### src/rtl/rtc_pkg.sv
package rtc_pkg;
  localparam int SEC_W  = 6;
  localparam int MIN_W  = 6;
  localparam int HOUR_W = 5;
  localparam int DAY_W  = 9;
  localparam int BYTE_W = 8;
  localparam int SEL_W  = 3;

  localparam int SEC_LAST  = 59;
  localparam int MIN_LAST  = 59;
  localparam int HOUR_LAST = 23;

  localparam int CTL_DAY8  = 0;
  localparam int CTL_HALT  = 6;
  localparam int CTL_ROLL  = 7;

  typedef enum logic [SEL_W-1:0] {
    SEL_SEC   = 3'd0,
    SEL_MIN   = 3'd1,
    SEL_HOUR  = 3'd2,
    SEL_DAYLO = 3'd3,
    SEL_CTL   = 3'd4
  } rtc_sel_e;
endpackage

### src/rtl/rtc_prescaler.sv
module rtc_prescaler #(
  parameter int TICK_DIV = 4194304
) (
  input  logic clk,
  input  logic rst_n,
  input  logic hold_i,
  input  logic clear_i,
  output logic tick_o
);
  localparam int CW = (TICK_DIV > 1) ? $clog2(TICK_DIV) : 1;
  localparam logic [CW-1:0] CNT_LAST = CW'(TICK_DIV - 1);

  logic [CW-1:0] cnt_q;

  assign tick_o = !hold_i && (cnt_q == CNT_LAST);

  always_ff @(posedge clk) begin
    if (!rst_n)       cnt_q <= '0;
    else if (clear_i) cnt_q <= '0;
    else if (!hold_i) cnt_q <= tick_o ? '0 : cnt_q + 1'b1;
  end
endmodule

### src/rtl/rtc_wrap_field.sv
module rtc_wrap_field #(
  parameter int W    = 6,
  parameter int LAST = 59
) (
  input  logic         clk,
  input  logic         rst_n,
  input  logic         inc_i,
  input  logic         wr_i,
  input  logic [W-1:0] wdata_i,
  output logic [W-1:0] val_o,
  output logic         carry_o
);
  localparam logic [W-1:0] AT_LAST = W'(LAST);

  logic [W-1:0] val_q;
  logic         at_last;

  assign at_last = (val_q == AT_LAST);
  // A carry leaves only on the normal roll point; an out-of-range value
  // wraps through the natural width overflow and carries nothing.
  assign carry_o = inc_i && at_last;
  assign val_o   = val_q;

  always_ff @(posedge clk) begin
    if (!rst_n)     val_q <= '0;
    else if (wr_i)  val_q <= wdata_i;
    else if (inc_i) val_q <= at_last ? '0 : val_q + 1'b1;
  end
endmodule

### src/rtl/rtc_timekeeper.sv
module rtc_timekeeper
  import rtc_pkg::*;
#(
  parameter int TICK_DIV = 4194304
) (
  input  logic              clk,
  input  logic              rst_n,
  input  logic              wr_en,
  input  logic [SEL_W-1:0]  wr_sel,
  input  logic [BYTE_W-1:0] wr_data,
  output logic [BYTE_W-1:0] out_sec,
  output logic [BYTE_W-1:0] out_min,
  output logic [BYTE_W-1:0] out_hour,
  output logic [BYTE_W-1:0] out_day_lo,
  output logic [BYTE_W-1:0] out_day_hi
);
  logic wr_s, wr_m, wr_h, wr_dl, wr_dh;
  logic tick, step;
  logic sec_cy, min_cy, hour_cy;
  logic [SEC_W-1:0]  sec_v;
  logic [MIN_W-1:0]  min_v;
  logic [HOUR_W-1:0] hour_v;
  logic [DAY_W-1:0]  day_q, day_nx;
  logic              halt_q, halt_nx;
  logic              roll_q, roll_nx;
  logic              day_wrap;

  assign wr_s  = wr_en && (wr_sel == SEL_SEC);
  assign wr_m  = wr_en && (wr_sel == SEL_MIN);
  assign wr_h  = wr_en && (wr_sel == SEL_HOUR);
  assign wr_dl = wr_en && (wr_sel == SEL_DAYLO);
  assign wr_dh = wr_en && (wr_sel == SEL_CTL);

  rtc_prescaler #(.TICK_DIV(TICK_DIV)) u_pre (
    .clk(clk), .rst_n(rst_n), .hold_i(halt_q), .clear_i(wr_s), .tick_o(tick)
  );

  // A seconds write restarts the second, so it also drops a coincident step.
  assign step = tick && !wr_s;

  rtc_wrap_field #(.W(SEC_W), .LAST(SEC_LAST)) u_sec (
    .clk(clk), .rst_n(rst_n), .inc_i(step), .wr_i(wr_s),
    .wdata_i(wr_data[SEC_W-1:0]), .val_o(sec_v), .carry_o(sec_cy)
  );

  rtc_wrap_field #(.W(MIN_W), .LAST(MIN_LAST)) u_min (
    .clk(clk), .rst_n(rst_n), .inc_i(sec_cy), .wr_i(wr_m),
    .wdata_i(wr_data[MIN_W-1:0]), .val_o(min_v), .carry_o(min_cy)
  );

  rtc_wrap_field #(.W(HOUR_W), .LAST(HOUR_LAST)) u_hour (
    .clk(clk), .rst_n(rst_n), .inc_i(min_cy), .wr_i(wr_h),
    .wdata_i(wr_data[HOUR_W-1:0]), .val_o(hour_v), .carry_o(hour_cy)
  );

  assign day_wrap = hour_cy && (day_q == '1);

  always_comb begin
    day_nx = day_q + DAY_W'(hour_cy);
    if (wr_dl) day_nx[BYTE_W-1:0] = wr_data;
    if (wr_dh) day_nx[DAY_W-1]    = wr_data[CTL_DAY8];
    halt_nx = wr_dh ? wr_data[CTL_HALT] : halt_q;
    roll_nx = wr_dh ? wr_data[CTL_ROLL] : (roll_q || day_wrap);
  end

  always_ff @(posedge clk) begin
    if (!rst_n) begin
      day_q  <= '0;
      halt_q <= 1'b0;
      roll_q <= 1'b0;
    end else begin
      day_q  <= day_nx;
      halt_q <= halt_nx;
      roll_q <= roll_nx;
    end
  end

  assign out_sec    = BYTE_W'(sec_v);
  assign out_min    = BYTE_W'(min_v);
  assign out_hour   = BYTE_W'(hour_v);
  assign out_day_lo = day_q[BYTE_W-1:0];
  assign out_day_hi = {roll_q, halt_q, 5'b0, day_q[DAY_W-1]};
endmodule

### config.mk
export PLATFORM = sky130hd
export DESIGN_NAME = rtc_timekeeper
export DESIGN_NICKNAME = d
export VERILOG_FILES = /design/src/rtl/rtc_pkg.sv /design/src/rtl/rtc_prescaler.sv /design/src/rtl/rtc_wrap_field.sv /design/src/rtl/rtc_timekeeper.sv
export SDC_FILE = /design/constraint.sdc
export NUM_CORES = 1
export LEC_CHECK = 0
export BUFFER_PORTS_ARGS = -buffer_cell sky130_fd_sc_hd__buf_2
export CAP_MARGIN = 20
export CORE_MARGIN = 3
export CORE_UTILIZATION = 50
export DETAILED_ROUTE_END_ITERATION = 10
export GPL_TIMING_DRIVEN = 0
export PLACE_DENSITY_LB_ADDON = 0.05
export SLEW_MARGIN = 20
export SYNTH_ARGS = -nofsm -noshare
export SYNTH_HDL_FRONTEND = slang
export SYNTH_SLANG_ARGS = --single-unit
### constraint.sdc
create_clock -name clk -period 3.1 [get_ports clk]
set_input_delay 0.775 -clock clk [delete_from_list [all_inputs] [get_ports clk]]
set_output_delay 0.775 -clock clk [all_outputs]
set_load 0.02 [all_outputs]
==> metrics.txt <==
# TYPE chip_impl_metric gauge
chip_impl_metric{name="die_width",unit="um"} 80.8
chip_impl_metric{name="n_antenna_cell",unit=""} 0
chip_impl_metric{name="clock_insertion_delay_worst_skew",unit="ns"} 0.30
chip_impl_info{name="critical_path.cell_chain",value="ha_1 -> nand4b_1 -> nor4_4 -> nand2_4 -> nor3_2 -> ha_1 -> ha_1 -> nand3_1 -> or3_1 -> nand3_1 -> o211a_1"} 1
chip_impl_metric{name="design.portCount",unit=""} 54
chip_impl_metric{name="final.setup.tns",unit="ns"} 0
chip_impl_metric{name="numPlacedInstances",unit=""} 457
chip_impl_metric{name="finalClockSkew",unit="ns"} 0.00558
chip_impl_metric{name="required",unit="ns"} 3.36
chip_impl_metric{name="first_global_vias",unit=""} 2398
chip_impl_metric{name="setup_viol_count_final",unit=""} 0
chip_impl_metric{name="nNetsFinal",unit=""} 416
chip_impl_metric{name="netlist_area",unit="um2"} 2800
chip_impl_metric{name="final.hold.worst_slack",unit="ns"} 0.466
chip_impl_metric{name="cts.sinks",unit=""} 50
chip_impl_metric{name="n_fill_cell",unit=""} 484
chip_impl_metric{name="critical_path.max_stage_delay",unit="ns"} 0.41
chip_impl_metric{name="dr_total_vias",unit=""} 2561
chip_impl_metric{name="clk_transition_reported_paths",unit="ns"} 0.09
chip_impl_info{name="crit_family",value="simple AND/OR/NAND/NOR gates"} 1
chip_impl_info{name="outcome",value="finished clean"} 1
chip_impl_metric{name="worst_ep_arrival_time",unit="ns"} 3.10
chip_impl_metric{name="powerDensity",unit="nW/um2"} 367
chip_impl_info{name="layout.cells.most_common",value="sky130_fd_sc_hd__dfxtp_1"} 1
chip_impl_metric{name="syn2layout_area_growth",unit="%"} 16.1
chip_impl_metric{name="rows",unit=""} 26
chip_impl_metric{name="sequential_to_total_area_share_from_yosys_stat",unit=""} 0.358
chip_impl_info{name="postSynth.topFlopCell",value="sky130_fd_sc_hd__dfxtp_1"} 1
chip_impl_info{name="netlist.top_cell.by_area",value="sky130_fd_sc_hd__dfxtp_1"} 1
chip_impl_metric{name="synth_enable_flop_cells",unit=""} 0
chip_impl_metric{name="number_of_synthesized_register_bits",unit=""} 50
chip_impl_metric{name="drt_pre_antenna_iters",unit=""} 5
chip_impl_metric{name="cts_max_level",unit=""} 2
chip_impl_metric{name="dp_worst_setup_slack",unit="ns"} -0.104
chip_impl_metric{name="drcViolationCount",unit=""} 0
chip_impl_info{name="layout.cells.most_common_list",value="sky130_fd_sc_hd__dfxtp_1, sky130_fd_sc_hd__buf_2, sky130_fd_sc_hd__nand2_1"} 1
chip_impl_metric{name="synth_cell_types",unit=""} 47
chip_impl_metric{name="design.die.area",unit="um2"} 6530
chip_impl_metric{name="synth.top_cell.area_share",unit=""} 0.358
chip_impl_metric{name="relSlewSlack",unit=""} 0.657
chip_impl_metric{name="worstMarginPinSlew",unit="ns"} 0.511
chip_impl_info{name="rsz_0062_raised_after_global_routing",value="no"} 1
chip_impl_metric{name="core_area",unit="um2"} 5270
chip_impl_metric{name="residual_overflow_from_global_routing",unit=""} 0
chip_impl_metric{name="placedInstanceArea",unit="um2"} 3130
chip_impl_info{name="timing.hold.worst.class",value="flip-flop to flip-flop"} 1
chip_impl_metric{name="grt_pass1_wl",unit="um"} 11200
chip_impl_metric{name="cts_buffers",unit=""} 5
chip_impl_info{name="critical_path.most_common_cell",value="sky130_fd_sc_hd__ha_1"} 1
chip_impl_metric{name="worst_slack",unit="ns"} 0.260
chip_impl_metric{name="async_reset_ff_frac",unit=""} 0
chip_impl_metric{name="maxCapViolations",unit=""} 0
chip_impl_metric{name="floorplan.die.height",unit="um"} 80.8
chip_impl_metric{name="stdcell_area",unit="um2"} 3250
chip_impl_metric{name="avgViaCountPerCell",unit=""} 5.51
chip_impl_metric{name="aggregate_global_route_resource_usage",unit=""} 0.218
chip_impl_metric{name="grt_start_max_net_pins",unit=""} 14
chip_impl_metric{name="fmaxAchievable",unit="MHz"} 352
chip_impl_metric{name="layout_min_cycle_time",unit="ns"} 2.84
chip_impl_metric{name="ctsLongestPathBuffers",unit=""} 2
chip_impl_metric{name="leakage_power",unit="nW"} 1.43
chip_impl_info{name="timing.critical_path.slowest_stage_cell",value="sky130_fd_sc_hd__dfxtp_1"} 1
chip_impl_metric{name="post_cts_hold_fix_bufs",unit=""} 0
chip_impl_metric{name="maximum_vdd_ir_drop",unit="uV"} 227
chip_impl_metric{name="layout-drive-gt1-share",unit=""} 0.210
chip_impl_metric{name="synth.avg_cell_area",unit="um2"} 8.36
chip_impl_metric{name="final.period_utilization",unit=""} 0.916
chip_impl_metric{name="hpwlAfterDp",unit="um"} 4910
chip_impl_info{name="synth.top_cells.by_area",value="sky130_fd_sc_hd__dfxtp_1, sky130_fd_sc_hd__xnor2_1, sky130_fd_sc_hd__o21ai_0"} 1
chip_impl_metric{name="route.antenna.remaining_nets",unit=""} 0
chip_impl_metric{name="final-hold-violation-count",unit=""} 0
chip_impl_metric{name="route.detailed.wl_per_inst",unit="um"} 14.2
chip_impl_info{name="clk_root_buffer_cell",value="sky130_fd_sc_hd__clkbuf_8"} 1
chip_impl_info{name="timing.setup.critical_path_class",value="flip-flop to flip-flop"} 1
chip_impl_metric{name="finalWeightedCongestion",unit=""} 0.842
chip_impl_metric{name="place.port_buffers",unit=""} 41
chip_impl_metric{name="number_of_violations_reported_at_the_end_of_detailed_routing_iteration_0",unit=""} 74
chip_impl_metric{name="timing.critical_path.fanout_max",unit=""} 9
chip_impl_metric{name="total_routed_length",unit="um"} 6620
chip_impl_info{name="worst_setup_path_start_kind",value="flip-flop"} 1
chip_impl_metric{name="post_layout_nonfiller_instances",unit=""} 465
chip_impl_metric{name="number_of_antenna_violations_at_the_first_check_in_global_routing",unit=""} 0
chip_impl_metric{name="syn_inst",unit=""} 335
chip_impl_metric{name="final-max-slew-violation-count",unit=""} 0
chip_impl_info{name="crit_path_end_kind",value="flip-flop"} 1
chip_impl_metric{name="yosys_warnings",unit=""} 0
chip_impl_metric{name="initial_core_util",unit=""} 0.531
chip_impl_metric{name="path_buf_inv",unit=""} 0
chip_impl_info{name="tritoncts",value="done"} 1
registers in the layout, indices dropped and copies added, names as in the netlist:
signal        count
day_q             9
halt_q            1
roll_q            1
u_hour.val_o      5
u_min.val_o       6
u_pre.cnt_q      22
u_sec.val_o       6
layer usage:
metal	part of all wire	track usage	routed length (um)	vias to the layer above
li1	-	-	-	1302
met1	0.47	0.286	3130	1189
met2	0.47	0.368	3130	65
met3	0.046	0.0455	302	5
met4	0.0089	0.0473	59	0
met5	0	0	0	-
cell families (layout without fill, tap and decap cells):
family,count (synthesis),count (layout),synth area share
simple gates,155,155,0.308
compound gates,59,59,0.131
flops,50,50,0.358
buf+inv,30,79,0.0639
xor+xnor,25,25,0.0782
mux,9,9,0.0326
fa+ha+maj,6,6,0.0268
other cells,1,12,0.00134
cell type report:
type / count / area [um2] / area share
plain buffers: 27 / 168 / 0.0516
well taps: 70 / 87.6 / 0.0269
multi-input cells: 266 / 1680 / 0.517
inverters: 3 / 11.3 / 0.00346
flip-flops and latches: 50 / 1000 / 0.308
repair buffers: 43 / 220 / 0.0677
clock buffers: 6 / 82.6 / 0.0254
repair_timing:
action	4_1_cts	5_1_grt
gates resized for setup	1	3
buffers inserted	1	1
endpoints found under the hold margin	0	0
setup endpoints to repair	2	3
pin swaps	1	1
path summary, 6_finish.rpt:
kind	slack (ns)	start	to	depth (start not counted)
min reg2reg	0.47	roll_q	roll_q	2
min	0.47	roll_q	roll_q	2
max	0.26	u_pre.cnt_q[0]	day_q[8]	11
max reg2reg	0.26	u_pre.cnt_q[0]	day_q[8]	11
worst register-to-register path, cell delays in order, from the launching register on:
cell and delay (ns):
sky130_fd_sc_hd__dfxtp_1 0.41, sky130_fd_sc_hd__ha_1 0.23, sky130_fd_sc_hd__nand4b_1 0.24, sky130_fd_sc_hd__nor4_4 0.38, sky130_fd_sc_hd__nand2_4 0.15, sky130_fd_sc_hd__nor3_2 0.19
sky130_fd_sc_hd__ha_1 0.19, sky130_fd_sc_hd__ha_1 0.19, sky130_fd_sc_hd__nand3_1 0.20, sky130_fd_sc_hd__or3_1 0.39, sky130_fd_sc_hd__nand3_1 0.09, sky130_fd_sc_hd__o211a_1 0.14
cells in the mapped netlist (2+ instances only):
library cell               instances
sky130_fd_sc_hd__o21ai_0          25
sky130_fd_sc_hd__clkbuf_1          8
sky130_fd_sc_hd__inv_1             3
sky130_fd_sc_hd__or4_1             2
sky130_fd_sc_hd__nand2_1          32
sky130_fd_sc_hd__or4b_1            2
sky130_fd_sc_hd__nor2b_1           6
sky130_fd_sc_hd__xnor2_1          18
sky130_fd_sc_hd__nor2_1           31
sky130_fd_sc_hd__mux2i_1           8
sky130_fd_sc_hd__a31o_2            2
sky130_fd_sc_hd__o211a_1           7
sky130_fd_sc_hd__or3_1            11
sky130_fd_sc_hd__o31ai_1           2
sky130_fd_sc_hd__nand4_2           2
sky130_fd_sc_hd__and3_1            9
sky130_fd_sc_hd__a31oi_1          12
sky130_fd_sc_hd__dfxtp_1          50
sky130_fd_sc_hd__buf_4            15
sky130_fd_sc_hd__nand3_1          22
sky130_fd_sc_hd__or3_2             3
sky130_fd_sc_hd__ha_1              6
sky130_fd_sc_hd__nor3_1            8
sky130_fd_sc_hd__a21oi_1           9
sky130_fd_sc_hd__nand4_1           9
sky130_fd_sc_hd__xor2_1            7
sky130_fd_sc_hd__nand3b_1          3
sky130_fd_sc_hd__nand4b_1          4
per-stage QoR:
step                       util  power [mW]
after floorplan               -       0.781
after global placement    0.594       0.824
after detailed placement  0.594       0.826
after CTS                 0.613        1.20
after global routing      0.617        1.25
final                     0.617        1.19
power by group:
group | switching (mW) | leakage [nW] | total [mW] | internal (mW)
clock network | 0.208 | 0.0431 | 0.381 | 0.173
logic | 0.0813 | 0.985 | 0.134 | 0.0524
registers | 0.0193 | 0.405 | 0.678 | 0.658
(Power assumes the default switching activity.)
